### src/rtl/rtc_regport_pkg.sv
package rtc_regport_pkg;
  localparam int unsigned CTL_INDEX = 10;

  typedef enum logic [1:0] {
    CTL_A = 2'd0,
    CTL_B = 2'd1,
    CTL_C = 2'd2,
    CTL_D = 2'd3
  } ctl_sel_e;

  localparam logic [7:0] A_RESET = 8'h26;
  localparam logic [7:0] B_RESET = 8'h02;
  localparam logic [7:0] D_VALUE = 8'h80;

  localparam int unsigned A_UIP   = 7;
  localparam int unsigned B_SET   = 7;
  localparam int unsigned B_PEN   = 6;
  localparam int unsigned B_AEN   = 5;
  localparam int unsigned B_UEN   = 4;
  localparam int unsigned B_BIN   = 2;
  localparam int unsigned B_H24   = 1;

  localparam logic [7:0] FLAG_PERIODIC = 8'hC0;
  localparam logic [7:0] FLAG_ALARM    = 8'hA0;
  localparam logic [7:0] FLAG_UPDATE   = 8'h90;
endpackage

### src/rtl/rtc_index_reg.sv
module rtc_index_reg #(
  parameter int unsigned IDX_W = 7
) (
  input  logic             clk,
  input  logic             rst_n,
  input  logic             load_i,
  input  logic [IDX_W-1:0] data_i,
  output logic [IDX_W-1:0] idx_o
);
  always_ff @(posedge clk or negedge rst_n) begin
    if (!rst_n)      idx_o <= '0;
    else if (load_i) idx_o <= data_i;
  end

  assert_idx_load_R1: assert property (@(posedge clk) disable iff (!rst_n)
    load_i |=> idx_o == $past(data_i));
endmodule

### src/rtl/rtc_store.sv
module rtc_store #(
  parameter int unsigned DEPTH = 128,
  parameter int unsigned IDX_W = $clog2(DEPTH)
) (
  input  logic             clk,
  input  logic             rst_n,
  input  logic             wr_en_i,
  input  logic [IDX_W-1:0] addr_i,
  input  logic [7:0]       wdata_i,
  output logic [7:0]       rdata_o
);
  logic [7:0] cells [DEPTH];

  for (genvar g = 0; g < DEPTH; g++) begin : g_cell
    logic [7:0] cell_q;
    always_ff @(posedge clk or negedge rst_n) begin
      if (!rst_n) cell_q <= '0;
      else if (wr_en_i && addr_i == IDX_W'(g)) cell_q <= wdata_i;
    end
    assign cells[g] = cell_q;
  end

  assign rdata_o = cells[addr_i];
endmodule

### src/rtl/rtc_ctrl_regs.sv
module rtc_ctrl_regs
  import rtc_regport_pkg::*;
(
  input  logic       clk,
  input  logic       rst_n,
  input  logic       wr_en_i,
  input  logic       rd_en_i,
  input  ctl_sel_e   sel_i,
  input  logic [7:0] wdata_i,
  input  logic       uip_begin_i,
  input  logic       evt_periodic_i,
  input  logic       evt_alarm_i,
  input  logic       evt_update_i,
  output logic [7:0] a_o,
  output logic [7:0] b_o,
  output logic [7:0] c_o,
  output logic [7:0] d_o,
  output logic       irq_o
);
  logic [7:0] a_n, b_n, c_n, flags;
  logic       irq_n, wr_a, wr_b, rd_c;

  assign wr_a = wr_en_i && sel_i == CTL_A;
  assign wr_b = wr_en_i && sel_i == CTL_B;
  assign rd_c = rd_en_i && sel_i == CTL_C;
  assign d_o  = D_VALUE;

  always_comb begin
    flags = '0;
    if (evt_periodic_i && b_o[B_PEN]) flags = flags | FLAG_PERIODIC;
    if (evt_alarm_i    && b_o[B_AEN]) flags = flags | FLAG_ALARM;
    if (evt_update_i   && b_o[B_UEN]) flags = flags | FLAG_UPDATE;

    a_n = a_o;
    if (wr_a) a_n[6:0] = wdata_i[6:0];
    if (wr_b && wdata_i[B_SET])          a_n[A_UIP] = 1'b0;
    else if (evt_update_i)               a_n[A_UIP] = 1'b0;
    else if (uip_begin_i && !b_o[B_SET]) a_n[A_UIP] = 1'b1;

    b_n = b_o;
    if (wr_b) begin
      b_n = wdata_i;
      if (wdata_i[B_SET]) b_n[B_UEN] = 1'b0;
    end

    c_n   = (rd_c ? 8'h00 : c_o) | flags;
    irq_n = (rd_c ? 1'b0 : irq_o) | (|flags);
  end

  always_ff @(posedge clk or negedge rst_n) begin
    if (!rst_n) begin
      a_o   <= A_RESET;
      b_o   <= B_RESET;
      c_o   <= 8'h00;
      irq_o <= 1'b0;
    end else begin
      a_o   <= a_n;
      b_o   <= b_n;
      c_o   <= c_n;
      irq_o <= irq_n;
    end
  end

  assert_uip_readonly_R3: assert property (@(posedge clk) disable iff (!rst_n)
    (wr_a && !uip_begin_i && !evt_update_i) |=> a_o[A_UIP] == $past(a_o[A_UIP]));

  assert_setmode_clears_R4: assert property (@(posedge clk) disable iff (!rst_n)
    (wr_b && wdata_i[B_SET]) |=> (!b_o[B_UEN] && !a_o[A_UIP]));

  assert_status_clear_R6: assert property (@(posedge clk) disable iff (!rst_n)
    (rd_c && !evt_periodic_i && !evt_alarm_i && !evt_update_i) |=> (c_o == 8'h00 && !irq_o));

  assert_irq_tracks_flag_R7: assert property (@(posedge clk) disable iff (!rst_n)
    irq_o == c_o[7]);

  assert_event_kept_R11: assert property (@(posedge clk) disable iff (!rst_n)
    (evt_update_i && b_o[B_UEN]) |=> (c_o[4] && irq_o));
endmodule

### src/rtl/rtc_regport.sv
module rtc_regport
  import rtc_regport_pkg::*;
#(
  parameter int unsigned DEPTH = 128
) (
  input  logic       clk,
  input  logic       rst_n,
  input  logic       req_valid,
  input  logic       req_write,
  input  logic       req_addr,
  input  logic [7:0] req_wdata,
  output logic       rsp_valid,
  output logic [7:0] rsp_rdata,
  input  logic       evt_periodic,
  input  logic       evt_alarm,
  input  logic       evt_update,
  input  logic       uip_begin,
  output logic       irq,
  output logic [3:0] rate_code,
  output logic [2:0] divider_ctl,
  output logic       set_mode,
  output logic       binary_mode,
  output logic       hour24
);
  localparam int unsigned IDX_W = $clog2(DEPTH);
  localparam logic [IDX_W-1:0] CTL_LO = IDX_W'(CTL_INDEX);
  localparam logic [IDX_W-1:0] CTL_HI = IDX_W'(CTL_INDEX + 3);

  logic [IDX_W-1:0] idx_q;
  logic             wr_index, wr_data, rd_any, rd_data, ctl_hit;
  ctl_sel_e         sel;
  logic [7:0]       reg_a, reg_b, reg_c, reg_d, store_rd, rd_mux;

  assign wr_index = req_valid &&  req_write && !req_addr;
  assign wr_data  = req_valid &&  req_write &&  req_addr;
  assign rd_any   = req_valid && !req_write;
  assign rd_data  = rd_any && req_addr;
  assign ctl_hit  = (idx_q >= CTL_LO) && (idx_q <= CTL_HI);
  assign sel      = ctl_sel_e'(idx_q[1:0] - CTL_LO[1:0]);

  rtc_index_reg #(.IDX_W(IDX_W)) index_i (
    .clk    (clk),
    .rst_n  (rst_n),
    .load_i (wr_index),
    .data_i (req_wdata[IDX_W-1:0]),
    .idx_o  (idx_q)
  );

  rtc_store #(.DEPTH(DEPTH), .IDX_W(IDX_W)) store_i (
    .clk     (clk),
    .rst_n   (rst_n),
    .wr_en_i (wr_data && !ctl_hit),
    .addr_i  (idx_q),
    .wdata_i (req_wdata),
    .rdata_o (store_rd)
  );

  rtc_ctrl_regs ctrl_i (
    .clk            (clk),
    .rst_n          (rst_n),
    .wr_en_i        (wr_data && ctl_hit),
    .rd_en_i        (rd_data && ctl_hit),
    .sel_i          (sel),
    .wdata_i        (req_wdata),
    .uip_begin_i    (uip_begin),
    .evt_periodic_i (evt_periodic),
    .evt_alarm_i    (evt_alarm),
    .evt_update_i   (evt_update),
    .a_o            (reg_a),
    .b_o            (reg_b),
    .c_o            (reg_c),
    .d_o            (reg_d),
    .irq_o          (irq)
  );

  always_comb begin
    rd_mux = store_rd;
    if (!req_addr) rd_mux = 8'hFF;
    else if (ctl_hit) begin
      case (sel)
        CTL_A:   rd_mux = reg_a;
        CTL_B:   rd_mux = reg_b;
        CTL_C:   rd_mux = reg_c;
        default: rd_mux = reg_d;
      endcase
    end
  end

  always_ff @(posedge clk or negedge rst_n) begin
    if (!rst_n) begin
      rsp_valid <= 1'b0;
      rsp_rdata <= '0;
    end else begin
      rsp_valid <= rd_any;
      if (rd_any) rsp_rdata <= rd_mux;
    end
  end

  assign rate_code   = reg_a[3:0];
  assign divider_ctl = reg_a[6:4];
  assign set_mode    = reg_b[B_SET];
  assign binary_mode = reg_b[B_BIN];
  assign hour24      = reg_b[B_H24];

  assert_rsp_timing_R12: assert property (@(posedge clk) disable iff (!rst_n)
    rd_any |=> rsp_valid);

  assert_rsp_single_R12: assert property (@(posedge clk) disable iff (!rst_n)
    !rd_any |=> !rsp_valid);

  assert_even_read_R1: assert property (@(posedge clk) disable iff (!rst_n)
    (rd_any && !req_addr) |=> rsp_rdata == 8'hFF);
endmodule

### config.mk
export PLATFORM = sky130hd
export DESIGN_NAME = rtc_regport
export DESIGN_NICKNAME = d
export VERILOG_FILES = /design/src/rtl/rtc_regport_pkg.sv /design/src/rtl/rtc_index_reg.sv /design/src/rtl/rtc_store.sv /design/src/rtl/rtc_ctrl_regs.sv /design/src/rtl/rtc_regport.sv
export SDC_FILE = /design/constraint.sdc
export NUM_CORES = 1
export LEC_CHECK = 0
export BUFFER_PORTS_ARGS = -buffer_cell sky130_fd_sc_hd__buf_4
export CAP_MARGIN = 0
export CORE_MARGIN = 2
export CORE_UTILIZATION = 35
export CTS_BUF_LIST = sky130_fd_sc_hd__clkbuf_4
export CTS_CLUSTER_DIAMETER = 120
export DETAILED_ROUTE_END_ITERATION = 16
export PLACE_DENSITY = 0.61
export SYNTH_ARGS = -nofsm -noshare
export SYNTH_HDL_FRONTEND = slang
export SYNTH_SLANG_ARGS = --single-unit
### constraint.sdc
create_clock -name clk -period 3.05 [get_ports clk]
set_input_delay 0.1525 -clock clk [delete_from_list [all_inputs] [get_ports clk]]
set_output_delay 0.1525 -clock clk [all_outputs]
set_load 0.02 [all_outputs]
==> Yosys cells after proc, flatten, opt, wreduce, memory -nomap -nowiden <==
Index checks and enable logic that the tools add are counted.
{ "totals": {"word_cells": 440, "register_bits": 1065, "rom_bits": 0, "out_inout_bits": 20, "input_bits": 17, "n_memories": 0, "latchBits": 0, "ram_bits": 0} }
{ "classes": {"n_eq_ne": 129, "muxes": 15, "n_div": 0, "addsub": 1, "n_lt_le_gt_ge": 3, "bitwise_logic": 3, "n_reduce_logical": 153, "n_mul": 0, "shifts": 0} }
{ "ops": {"columns": ["cell", "n"], "rows": [
  ["$eq 7x7->1 const B", 64],
  ["$eq 7x6->1 const B", 32],
  ["$logic_and 1x1->1", 145],
  ["$eq 7x5->1 const B", 16],
  ["$mux 8", 8],
  ["$bmux 8 s7", 1],
  ["$eq 7x4->1 const B", 8],
  ["$eq 7x3->1 const B", 4],
  ["$pmux 8 s3", 1],
  ["$eq 7x2->1 const B", 2],
  ["$ge 8x8->1 const B", 1],
  ["$not 7->8", 1],
  ["$or 8x8->8", 1],
  ["$reduce_or 8->1", 1],
  ["$eq 7x1->1 const B", 1],
  ["$ge 7x4->1 const B", 1],
  ["$le 7x4->1 const B", 1],
  ["$logic_not 7->1", 1],
  ["$mux 1", 5],
  ["$logic_not 1->1", 4],
  ["$reduce_bool 3->1", 1],
  ["$eq 2x1->1 const B", 1],
  ["$eq 2x2->1 const B", 1],
  ["$logic_not 2->1", 1],
  ["other kinds (2)", 2]
]} }

==> Logic depth before layout (Yosys ltp) <==
Gate-level depths: netlist of the first run.
{ "depth": {"ltp_word": 7, "mapped_depth": 12, "ltp_nobuf": 7} }

==> Modules after synthesis <==
From an unflattened synthesis of the first run, not the netlist that was laid out.
{ "hier_totals": {"hier_cells": 3263, "hier_area_um2": 49324.8} }
{ "modules_own_cells": {"columns": ["mod", "cells_each", "n_inst", "seq_area_each_um2", "area_per_inst_um2"], "rows": [
  ["rtc_store", 3113, 1, 25624.6, 47400.5],
  ["rtc_ctrl_regs", 67, 1, 530.5, 929.6],
  ["rtc_regport", 68, 1, 225.2, 703.2],
  ["rtc_index_reg", 15, 1, 175.2, 291.5]
]} }

==> Worst setup path before layout of the first run <==
OpenSTA, ideal clock, no wires.
{ "synth_timing": {"path_type": "register to register", "start": "register index_i.idx_o[0]", "end": "register rsp_rdata[1]", "required_time_ps": 2922, "path_slack_ps": 763, "setup_time_ps": 128, "path_stages_with_launch": 10, "n_path_buf": 3, "synth_period_minus_slack_ps": 2287, "t_arrival_ps": 2159, "cell_sequence": "dfrtp_1 buf_6 buf_4 buf_4 mux4_2 a22o_1 a221oi_1 o32ai_1 nor3_1 o31ai_1"} }
{ "synth_via": {"elab_chain_cells": 6, "elab_cells_between_ends": 14, "cone_classes": "add/sub (1); order compare (2); eq/ne (2); mux (6); bitwise (1); reduce/logical (2)"} }
{ "synth_lines": {"columns": ["item", "line", "rtl"], "rows": [
  ["start: declaration", "rtc_index_reg.sv:8", "output logic [IDX_W-1:0] idx_o"],
  ["start signal: assignment", "rtc_index_reg.sv:12", "else if (load_i) idx_o <= data_i;"],
  ["$not 7->8 (implied by the code)", "rtc_store.sv:23", "assign rdata_o = cells[addr_i];"],
  ["$bmux 8 s7", "rtc_store.sv:23", null],
  ["$mux 8 (implied by the code) (2 in a row)", "rtc_store.sv:23", null],
  ["$mux 8 *", "rtc_regport.sv:79", "else if (ctl_hit) begin"],
  ["$mux 8 *", "rtc_regport.sv:78", "if (!req_addr) rd_mux = 8'hFF;"],
  ["end signal: assignment", "rtc_regport.sv:95", "if (rd_any) rsp_rdata <= rd_mux;"],
  ["end: declaration", "rtc_regport.sv:13", "output logic [7:0] rsp_rdata,"]
]} }
Mark *: on every way between the ends. The rest lies on a longest branch, timed or not. The select of a mux whose other input is x is not followed.
A chain may end at the register's enable or synchronous reset.

==> Worst setup path in the final report of the first run <==
{ "layout_timing": {"start": "register index_i.idx_o[0]", "end": "register rsp_rdata[5]"} }
The elaborated chain is that of the path after synthesis.

==> metrics, run 1 <==
# Max-Cap Violations 0; WL final 140000 um; design area 0.0571 mm2; Die W 378 um; Seq/Total Area, Yosys 54.2%; Max Slew Vio Count 0; cell taking the most area after synthesis dfrtp_1; final setup margin 0.0845 ns; flop and latch count out of synthesis 1061; Yosys top cell area share 54.0%; Root Driver clkbuf_4; FF-to-FF Start index_i.idx_o[0]; Core Util, Final 41.0%; H-tree levels 5; ranking of synthesized cells by area dfrtp_1 (54%), mux2_2 (23%), mux4_2 (9.9%); Leakage 27.6 nW; largest net degree at the start of global routing 129; largest family of logic cells by synthesized area multiplexers; Worst-Skew Late Latency 1.20 ns; cell row count 137; routability cong. 0.868; post-route ant nets 0; vias in the first global route 31700; number of antenna violations at the first check in global routing 2; CP startpoint kind register; EDFF count, synth 0; Critical Path End Type register; port bufs 36; DP Worst Slack -0.0857 ns; DRC Markers 0; DP HPWL 91300 um; Initial Util 35.2%; Avg Cell Area, Syn 15.4 um2; via count 30200; Fin Clk Skew 0.107 ns; dpl cell area 0.0531 mm2; RSZ-0062 raised after global routing false; CP peak stage delay 0.55 ns; most numerous cell in the Yosys netlist dfrtp_1; mapped cell area 0.0490 mm2; CTS max path bufs 4; Worst-path clk slew 0.06 ns; Synth warnings 0; Die H 378 um; DR iter-0 viols 2280; status completed; First-pass DRT Iterations 6; PwrDens 606 mW/mm2; crit-path cells buf_12, buf_12, buf_12, mux4_2, mux4_2, mux2i_4, buf_4, o2111ai_1, and3_1; grt total ovfl 0; CP dominant cell by count buf_12; Fmax 337 MHz; Netlist cell types 67; Core Box Area 0.139 mm2; Worst path slowest cell dfrtp_4; Critical Path RT 4.06 ns; Arrival @ worst endpoint 3.98 ns; Peak VDD IR 0.358 mV; die area 0.143 mm2; actual slew at the worst max-slew pin 1.05 ns; area delta synth->final 16.5%; Worst Setup SP index_i.idx_o[0]; clk sink count 1061; Hold Vio Cnt, Final 0; layout cells sized above 1 57.5%; Slew headroom 29.8%; Synth Instances 3186; syn nets 3203; adder-cell share of the synthesized area 0%; HP Class input pin to async pin; routed vias/inst 5.33; Final Critical Period 2.97 ns; post-synthesis simple-gate area fraction 3.73%; Synth Area in Compound Gates 2.18%; mux cell area share after synthesis 37.0%; Num CTS Buffers 308; XOR/XNOR Fraction of Synth Area 0.0179%; CTS tree yes; final setup vio count 0; global-route wire length before repair 211000 um; prevailing post-synth register cell dfrtp_1; Global Route Usage Sum 19.9%; # nets final 3614; WS Path Type register to register; DR WL/cell 24.7 um; ys async rst share 100%; Ports 37; Max Fanout on Critical Path 13; crit share post-route 97.2%; Synth top cells by count dfrtp_1 (1057), mux2_2 (1013), mux4_2 (216)
## worst paths after layout
check,slack (ns),endpoint,cells after the start
max,0.08,rsp_rdata[5],9
min,0.19,store_i.g_cell[37].cell_q[6],4
max reg2reg,0.08,rsp_rdata[5],9
min reg2reg,0.37,store_i.g_cell[13].cell_q[5],0
max in group asynchronous,1.74,store_i.g_cell[113].cell_q[7],5
min in group clk,0.21,store_i.g_cell[84].cell_q[4],3
## what timing repair did
item,CTS,global route
endpoints found under the hold margin,2090,0
gates resized for setup,3,7
hold buffers,33,0
pin swaps,0,1
setup buffers,1,4
setup endpoints to repair,3,4
## critical path: cells and delay by family, from the launching register on
kind,cells,cell delay [ns]
muxes,3,1.25
buffers and inverters,4,0.71
DFF,1,0.55
and+or+nand+nor,1,0.18
AOI/OAI and AO/OA,1,0.09
## placed cells by master (no fill, tap or decap), types with 12 or more instances in the layout
| cell | n |
|---|---|
| mux2_1 | 15 |
| nor2_2 | 64 |
| nand2_1 | 57 |
| a211oi_1 | 12 |
| o21ai_0 | 15 |
| a22oi_1 | 37 |
| buf_12 | 49 |
| nand2_2 | 49 |
| buf_4 | 288 |
| clkbuf_4 | 452 |
| mux4_1 | 15 |
| mux4_2 | 216 |
| nor2b_1 | 17 |
| dfrtp_1 | 1051 |
| nor2_1 | 28 |
| dlygate4sd3_1 | 32 |
| nand3_1 | 20 |
| clkinv_1 | 41 |
| mux2i_1 | 125 |
| a21oi_1 | 16 |
| mux2_2 | 1013 |
## final cells by class
class | instances | area [um2]
Fill cell | 13000 | 82100
Sequential cell | 1061 | 26600
Multi-Input combinational cell | 1851 | 21100
Timing Repair Buffer | 372 | 3510
Clock buffer | 452 | 3390
Tap cell | 1876 | 2350
Clock inverter | 45 | 201
Antenna cell | 6 | 15.0
Inverter | 3 | 11.3
## flip-flops by register name, summed over array words and instances, names as in the netlist
register and flops:
rsp_valid 1, index_i.idx_o 7, store_i.g_cell.cell_q 1024, ctrl_i.b_o 8, ctrl_i.a_o 8, ctrl_i.c_o 4
rsp_rdata 8, ctrl_i.irq_o 1
## per-layer routing
layer  vias up  wire (um)  global-route usage [%]
met2       971      65400                    30.5
met3       165       8390                    4.41
met4         0       2930                    6.73
met1     16200      63200                    27.9
li1      12800          -                       -
met5         -          0                       0
## logic make-up after synthesis
kind of cell	count (synthesis)
mux	1387
buf+inv	274
flops	1061
compound gates	149
simple gates	314
xor+xnor	1
## report_power, final
group	switching [mW]	leakage (nW)	total, mW	internal, mW
Combinational	3.34	10.8	6.14	2.80
Clock	5.91	2.17	12.7	6.78
Sequential	0.648	14.7	15.8	15.1
## per-stage QoR
stage / power (mW) / cells / hold slack (ns) / TNS, ns
finish: 34.6 / 5666 / 0.192 / 0
global route: 36.3 / 5663 / 0.101 / 0
CTS: 35.0 / 5656 / 0.0350 / 0
detailed placement: 22.1 / 5125 / 0.169 / -0.113
global placement: 22.0 / 5124 / 0.173 / -0.719
floorplan: 19.6 / 3186 / -0.143 / 0
(Power assumes the default switching activity.)
==> run 2: changes to the inputs <==
--- a/config.mk
+++ b/config.mk
@@ -8,11 +8,11 @@
 export BUFFER_PORTS_ARGS = -buffer_cell sky130_fd_sc_hd__buf_4
 export CAP_MARGIN = 0
 export CORE_MARGIN = 2
-export CORE_UTILIZATION = 35
+export CORE_UTILIZATION = 30
 export CTS_BUF_LIST = sky130_fd_sc_hd__clkbuf_4
 export CTS_CLUSTER_DIAMETER = 120
 export DETAILED_ROUTE_END_ITERATION = 16
-export PLACE_DENSITY = 0.61
+export PLACE_DENSITY = 0.56
 export SYNTH_ARGS = -nofsm -noshare
 export SYNTH_HDL_FRONTEND = slang
 export SYNTH_SLANG_ARGS = --single-unit
==> run 2 against run 1 <==
Net effect: clock power hardly changed; utilization decreased by 5.6 points; largest power group unchanged; critical endpoint is now rsp_rdata[1]; fmax rose by 1.7%; critical path type unchanged.
==> metrics, run 2 (same netlist as run 1, synthesis figures left out) <==
Arrival @ worst endpoint 4.02 ns; final setup vio count 0; clk sink count 1061; routed vias/inst 5.04; H-tree levels 5; Global Route Usage Sum 17.0%; RSZ-0062 raised after global routing false; number of antenna violations at the first check in global routing 4; Worst path slowest cell dfrtp_4; # nets final 3591; CTS tree yes; Critical Path RT 4.15 ns; global-route wire length before repair 213000 um; DP HPWL 92500 um; DR iter-0 viols 1991; WS Path Type register to register; DR WL/cell 23.7 um; area delta synth->final 17.4%; WL final 141000 um; Worst-path clk slew 0.07 ns; grt total ovfl 0; routability cong. 0.832; Largest Register store_i.g_cell.cell_q; Die W 408 um; cell row count 148; CP startpoint kind register; Die H 408 um; Leakage 27.6 nW; # Max-Cap Violations 0; worst path bufs/invs 3; dpl cell area 0.0535 mm2; Core Util, Final 35.4%; design area 0.0575 mm2; Initial Util 30.2%; Root Driver clkbuf_4; max FFs per register 1024; status completed; Ports 37; post-route ant nets 0; Peak VDD IR 0.368 mV; HP Class input pin to register; die area 0.167 mm2; CP dominant cell by count buf_12; total power draw 34.7 mW; First-pass DRT Iterations 5; port bufs 36; CTS max path bufs 4; Final Critical Period 2.92 ns; Fmax 343 MHz; via count 30000; delay-heaviest family, CP compound AO/OA/AOI/OAI gates; Num CTS Buffers 309; crit-path cells buf_12, buf_12, buf_4, mux4_2, a22o_1, a221oi_1, o32ai_1, nor3_2, o31ai_1; Fin Clk Skew 0.0994 ns; Core Box Area 0.162 mm2; Slew headroom 37.0%; crit share post-route 95.6%; largest net degree at the start of global routing 133; actual slew at the worst max-slew pin 0.945 ns; hold_ws 0.151 ns; DRC Markers 0; Worst-Skew Late Latency 1.23 ns; PwrDens 603 mW/mm2; most frequent cells in the layout dfrtp_1 (1051), mux2_2 (1013), clkbuf_4 (455); post-route setup TNS 0 ns; CP peak stage delay 0.52 ns; Hold Vio Cnt, Final 0; layout cells sized above 1 57.5%; Max Slew Vio Count 0; most common cell after layout, fill and taps aside dfrtp_1; Critical Path End Type register; Max Fanout on Critical Path 23; vias in the first global route 31400
run 2: cell count changes in the layout (fill, tap and decap cells not counted), sizes merged:
cell,previous run,this run
buf,340,317
clkbuf,452,455
clkinv,43,38
clkinvlp,0,1
diode,6,3
dlygate4sd3,32,31
inv,4,7
run 2: stage by stage:
| step | cells | worst slack, ns |
|---|---|---|
| global placement | 5403 | -0.104 |
| global route | 5940 | 0.0493 |
| detailed placement | 5403 | -0.173 |
| CTS | 5937 | 0.0672 |
| finish | 5940 | 0.134 |
| floorplan | 3186 | 0.763 |
run 2: final timing paths:
| path | end | slack, ns | cells after the start | from |
|---|---|---|---|---|
| max | rsp_rdata[1] | 0.13 | 9 | index_i.idx_o[0] |
| min | store_i.g_cell[47].cell_q[6] | 0.15 | 4 | req_wdata[6] |
| max reg2reg | rsp_rdata[1] | 0.13 | 9 | index_i.idx_o[0] |
| min reg2reg | store_i.g_cell[11].cell_q[7] | 0.37 | 0 | store_i.g_cell[11].cell_q[7] |
| max in group asynchronous | store_i.g_cell[118].cell_q[4] | 1.38 | 7 | rst_n |
| min in group asynchronous | store_i.g_cell[29].cell_q[7] | 0.57 | 5 | rst_n |
run 2: report_power, final:
part | internal, mW | leakage [nW] | switching, mW
Combinational | 2.80 | 10.8 | 3.34
Sequential | 15.1 | 14.7 | 0.631
Clock | 6.82 | 2.20 | 5.97
Total | 24.8 | 27.6 | 9.94
run 2: worst register-to-register path: cells and delay by family (launching register included):
family          cells  cell delay (ns)
simple gates        1             0.28
flops               1             0.52
compound gates      4             0.84
mux                 1             0.52
buf+inv             3             0.68
run 2: layout make-up:
cell class | count | area (um2)
Tap cell | 2175 | 2720
Inverter | 3 | 11.3
Multi-Input combinational cell | 1851 | 21000
Clock inverter | 44 | 203
Timing Repair Buffer | 348 | 3560
Clock buffer | 455 | 3420
Fill cell | 15700 | 105000
Antenna cell | 3 | 7.51
Sequential cell | 1061 | 26600
run 2: per-layer routing:
metal	global-route usage, %	share of wire (%)	up-vias
met1	23.7	46	16200
met2	26.1	46	763
met3	3.63	5.0	225
met5	0	0.0092	-
met4	6.11	2.8	2
li1	-	-	12800
run 2: timing repair:
| action | CTS | global route |
|---|---|---|
| setup buffers | 3 | 0 |
| hold buffers | 32 | 0 |
| resized for setup | 2 | 3 |
| gates cloned | 0 | 0 |
| hold endpoints to repair | 2090 | 0 |
| setup endpoints to repair | 79 | 4 |
| pin swaps | 2 | 0 |
==> run 3: changes to the inputs <==
--- a/config.mk
+++ b/config.mk
@@ -12,7 +12,7 @@
 export CTS_BUF_LIST = sky130_fd_sc_hd__clkbuf_4
 export CTS_CLUSTER_DIAMETER = 120
 export DETAILED_ROUTE_END_ITERATION = 16
-export PLACE_DENSITY = 0.56
+export PLACE_DENSITY = 0.57
 export SYNTH_ARGS = -nofsm -noshare
 export SYNTH_HDL_FRONTEND = slang
 export SYNTH_SLANG_ARGS = --single-unit
==> constraint.sdc (replaced) <==
create_clock -name clk -period 2.5 [get_ports clk]
set_input_delay 0.125 -clock clk [delete_from_list [all_inputs] [get_ports clk]]
set_output_delay 0.125 -clock clk [all_outputs]
set_load 0.02 [all_outputs]
==> run 3 against run 2 <==
Net effect: the flow now finishes with violations (setup timing); largest cell class unchanged; register-to-register slack got worse by 0.34 ns; flip-flop and latch count did not move; count of clock-buffer cells in the layout is 7 lower; power rose by 25%; clock skew up 0.018 ns; critical endpoint is now rsp_rdata[4]; non-clock buffer count grew 159; die area unchanged; wire length up 2.1%; combinational power rose by 44%; worst hold slack worse by 0.024 ns; sequential share of layout area down 2.1 points.
==> metrics, run 3 (same netlist as run 1, synthesis figures left out) <==
most frequent cells in the layout dfrtp_1 (1051), mux2_2 (1012), clkbuf_4 (448); Core Box Area 0.162 mm2; CTS tree yes; CP startpoint kind input pin; Peak VDD IR 0.495 mV; crit share post-route 108%; Critical Path RT 3.64 ns; Global Route Usage Sum 17.4%; Non-Filler Instances 6116; FF-to-FF End rsp_rdata[7]; Slew headroom 26.4%; DRC Markers 0; die area 0.167 mm2; Arrival @ worst endpoint 3.84 ns; routability cong. 0.881; dpl cell area 0.0550 mm2; Die H 408 um; reg-to-reg slack, setup -0.20 ns; CTS max path bufs 4; hold_ws 0.127 ns; port bufs 36; PwrDens 720 mW/mm2; Final Critical Period 2.70 ns; grt total ovfl 0; most common cell after layout, fill and taps aside dfrtp_1; DR iter-0 viols 2007; Max Slew Vio Count 0; RSZ-0062 raised after global routing true; Critical Path End Type register; actual slew at the worst max-slew pin 1.10 ns; DR WL/cell 23.5 um; Ports 37; DP Worst Slack -0.733 ns; Initial Util 30.2%; Core Util, Final 37.2%; Max Fanout on Critical Path 15; HP Start req_wdata[6]; design area 0.0603 mm2; Fin Clk Skew 0.117 ns; vias in the first global route 32800; Leakage 29.1 nW; status complete, but fails checks; placed insts 5517; Num CTS Buffers 312; Worst-path clk slew 0.06 ns; final setup margin -0.201 ns; WL final 144000 um; clk sink count 1061; layout cells sized above 1 60.2%; Die W 408 um; global-route wire length before repair 219000 um; HP Class input pin to register; # Max-Cap Violations 0; area delta synth->final 23.1%; Largest Register store_i.g_cell.cell_q; max FFs per register 1024; WS Path Type input pin to register; worst hold path endpoint store_i.g_cell[76].cell_q[6]; post-route setup TNS -1.42 ns; routed vias/inst 4.99; R2R depth 8; Fmax 370 MHz; largest net degree at the start of global routing 128; Worst-Skew Late Latency 1.28 ns; H-tree levels 5; failing checks setup timing; Root Driver clkbuf_4; DP HPWL 94600 um; total power draw 43.4 mW; cell row count 148; hold path depth 3; post-route ant nets 0; final setup vio count 17; Hold Vio Cnt, Final 0; via count 30500; number of antenna violations at the first check in global routing 3; First-pass DRT Iterations 5; # nets final 3753; FF-to-FF Start index_i.idx_o[0]
-- run 3: cell count changes in the layout (fill, tap and decap cells not counted), sizes merged, moves of 3 or more --
cell and change:
buf +155, clkinv +12, diode +11, clkbuf -7
dlygate4sd3 +4, inv +3
-- run 3: cell type report --
type,count,area (um2)
well taps,2175,2720
inverters,3,11.3
clock inverters,57,218
repair buffers,507,5790
multi-input cells,1851,21600
flip-flops and latches,1061,26600
diodes,14,35.0
clock buffers,448,3360
fillers,15500,102000
-- run 3: where the power goes --
group / total (mW) / switching [mW] / internal, mW / leakage, nW
logic: 8.82 / 4.52 / 4.30 / 12.2
registers: 19.2 / 0.749 / 18.5 / 14.7
clock network: 15.4 / 7.28 / 8.12 / 2.18
total: 43.4 / 12.6 / 30.9 / 29.1
-- run 3: what timing repair did --
action / in CTS / in global routing
hold buffers: 36 / 0
setup endpoints to repair: 548 / 325
gates resized for setup: 111 / 62
gates cloned: 5 / 0
buffers inserted: 32 / 12
pin swaps: 27 / 12
endpoints found under the hold margin: 2090 / 0
-- run 3: critical path, cell delays in order --
cell and delay (ns):
dlygate4sd3_1 0.55, buf_4 0.16, dlygate4sd3_1 0.60, nand2b_1 0.09
dlygate4sd3_1 0.60, inv_1 0.07, dlygate4sd3_1 0.56, buf_4 0.20
o21ai_0 0.54, nor4bb_1 0.27, a21oi_1 0.06
-- run 3: worst max-delay path by stage --
stage | start | end | cells after the start
3_3_place_gp | index_i.idx_o[0] | rsp_rdata[4] | 11
6_report | req_valid | rsp_rdata[4] | 11
3_5_place_dp | index_i.idx_o[0] | rsp_rdata[4] | 11
2_1_floorplan | index_i.idx_o[0] | rsp_rdata[1] | 9
5_1_grt | index_i.idx_o[0] | rsp_rdata[4] | 10
4_1_cts | index_i.idx_o[0] | rsp_rdata[4] | 10
-- run 3: per-layer routing --
layer | GRT usage [%] | vias up | wire length [um]
li1 | - | 13100 | -
met4 | 5.95 | 0 | 4250
met2 | 26.5 | 846 | 65400
met3 | 4.21 | 257 | 8140
met5 | 0 | - | 0
met1 | 24.3 | 16300 | 66100
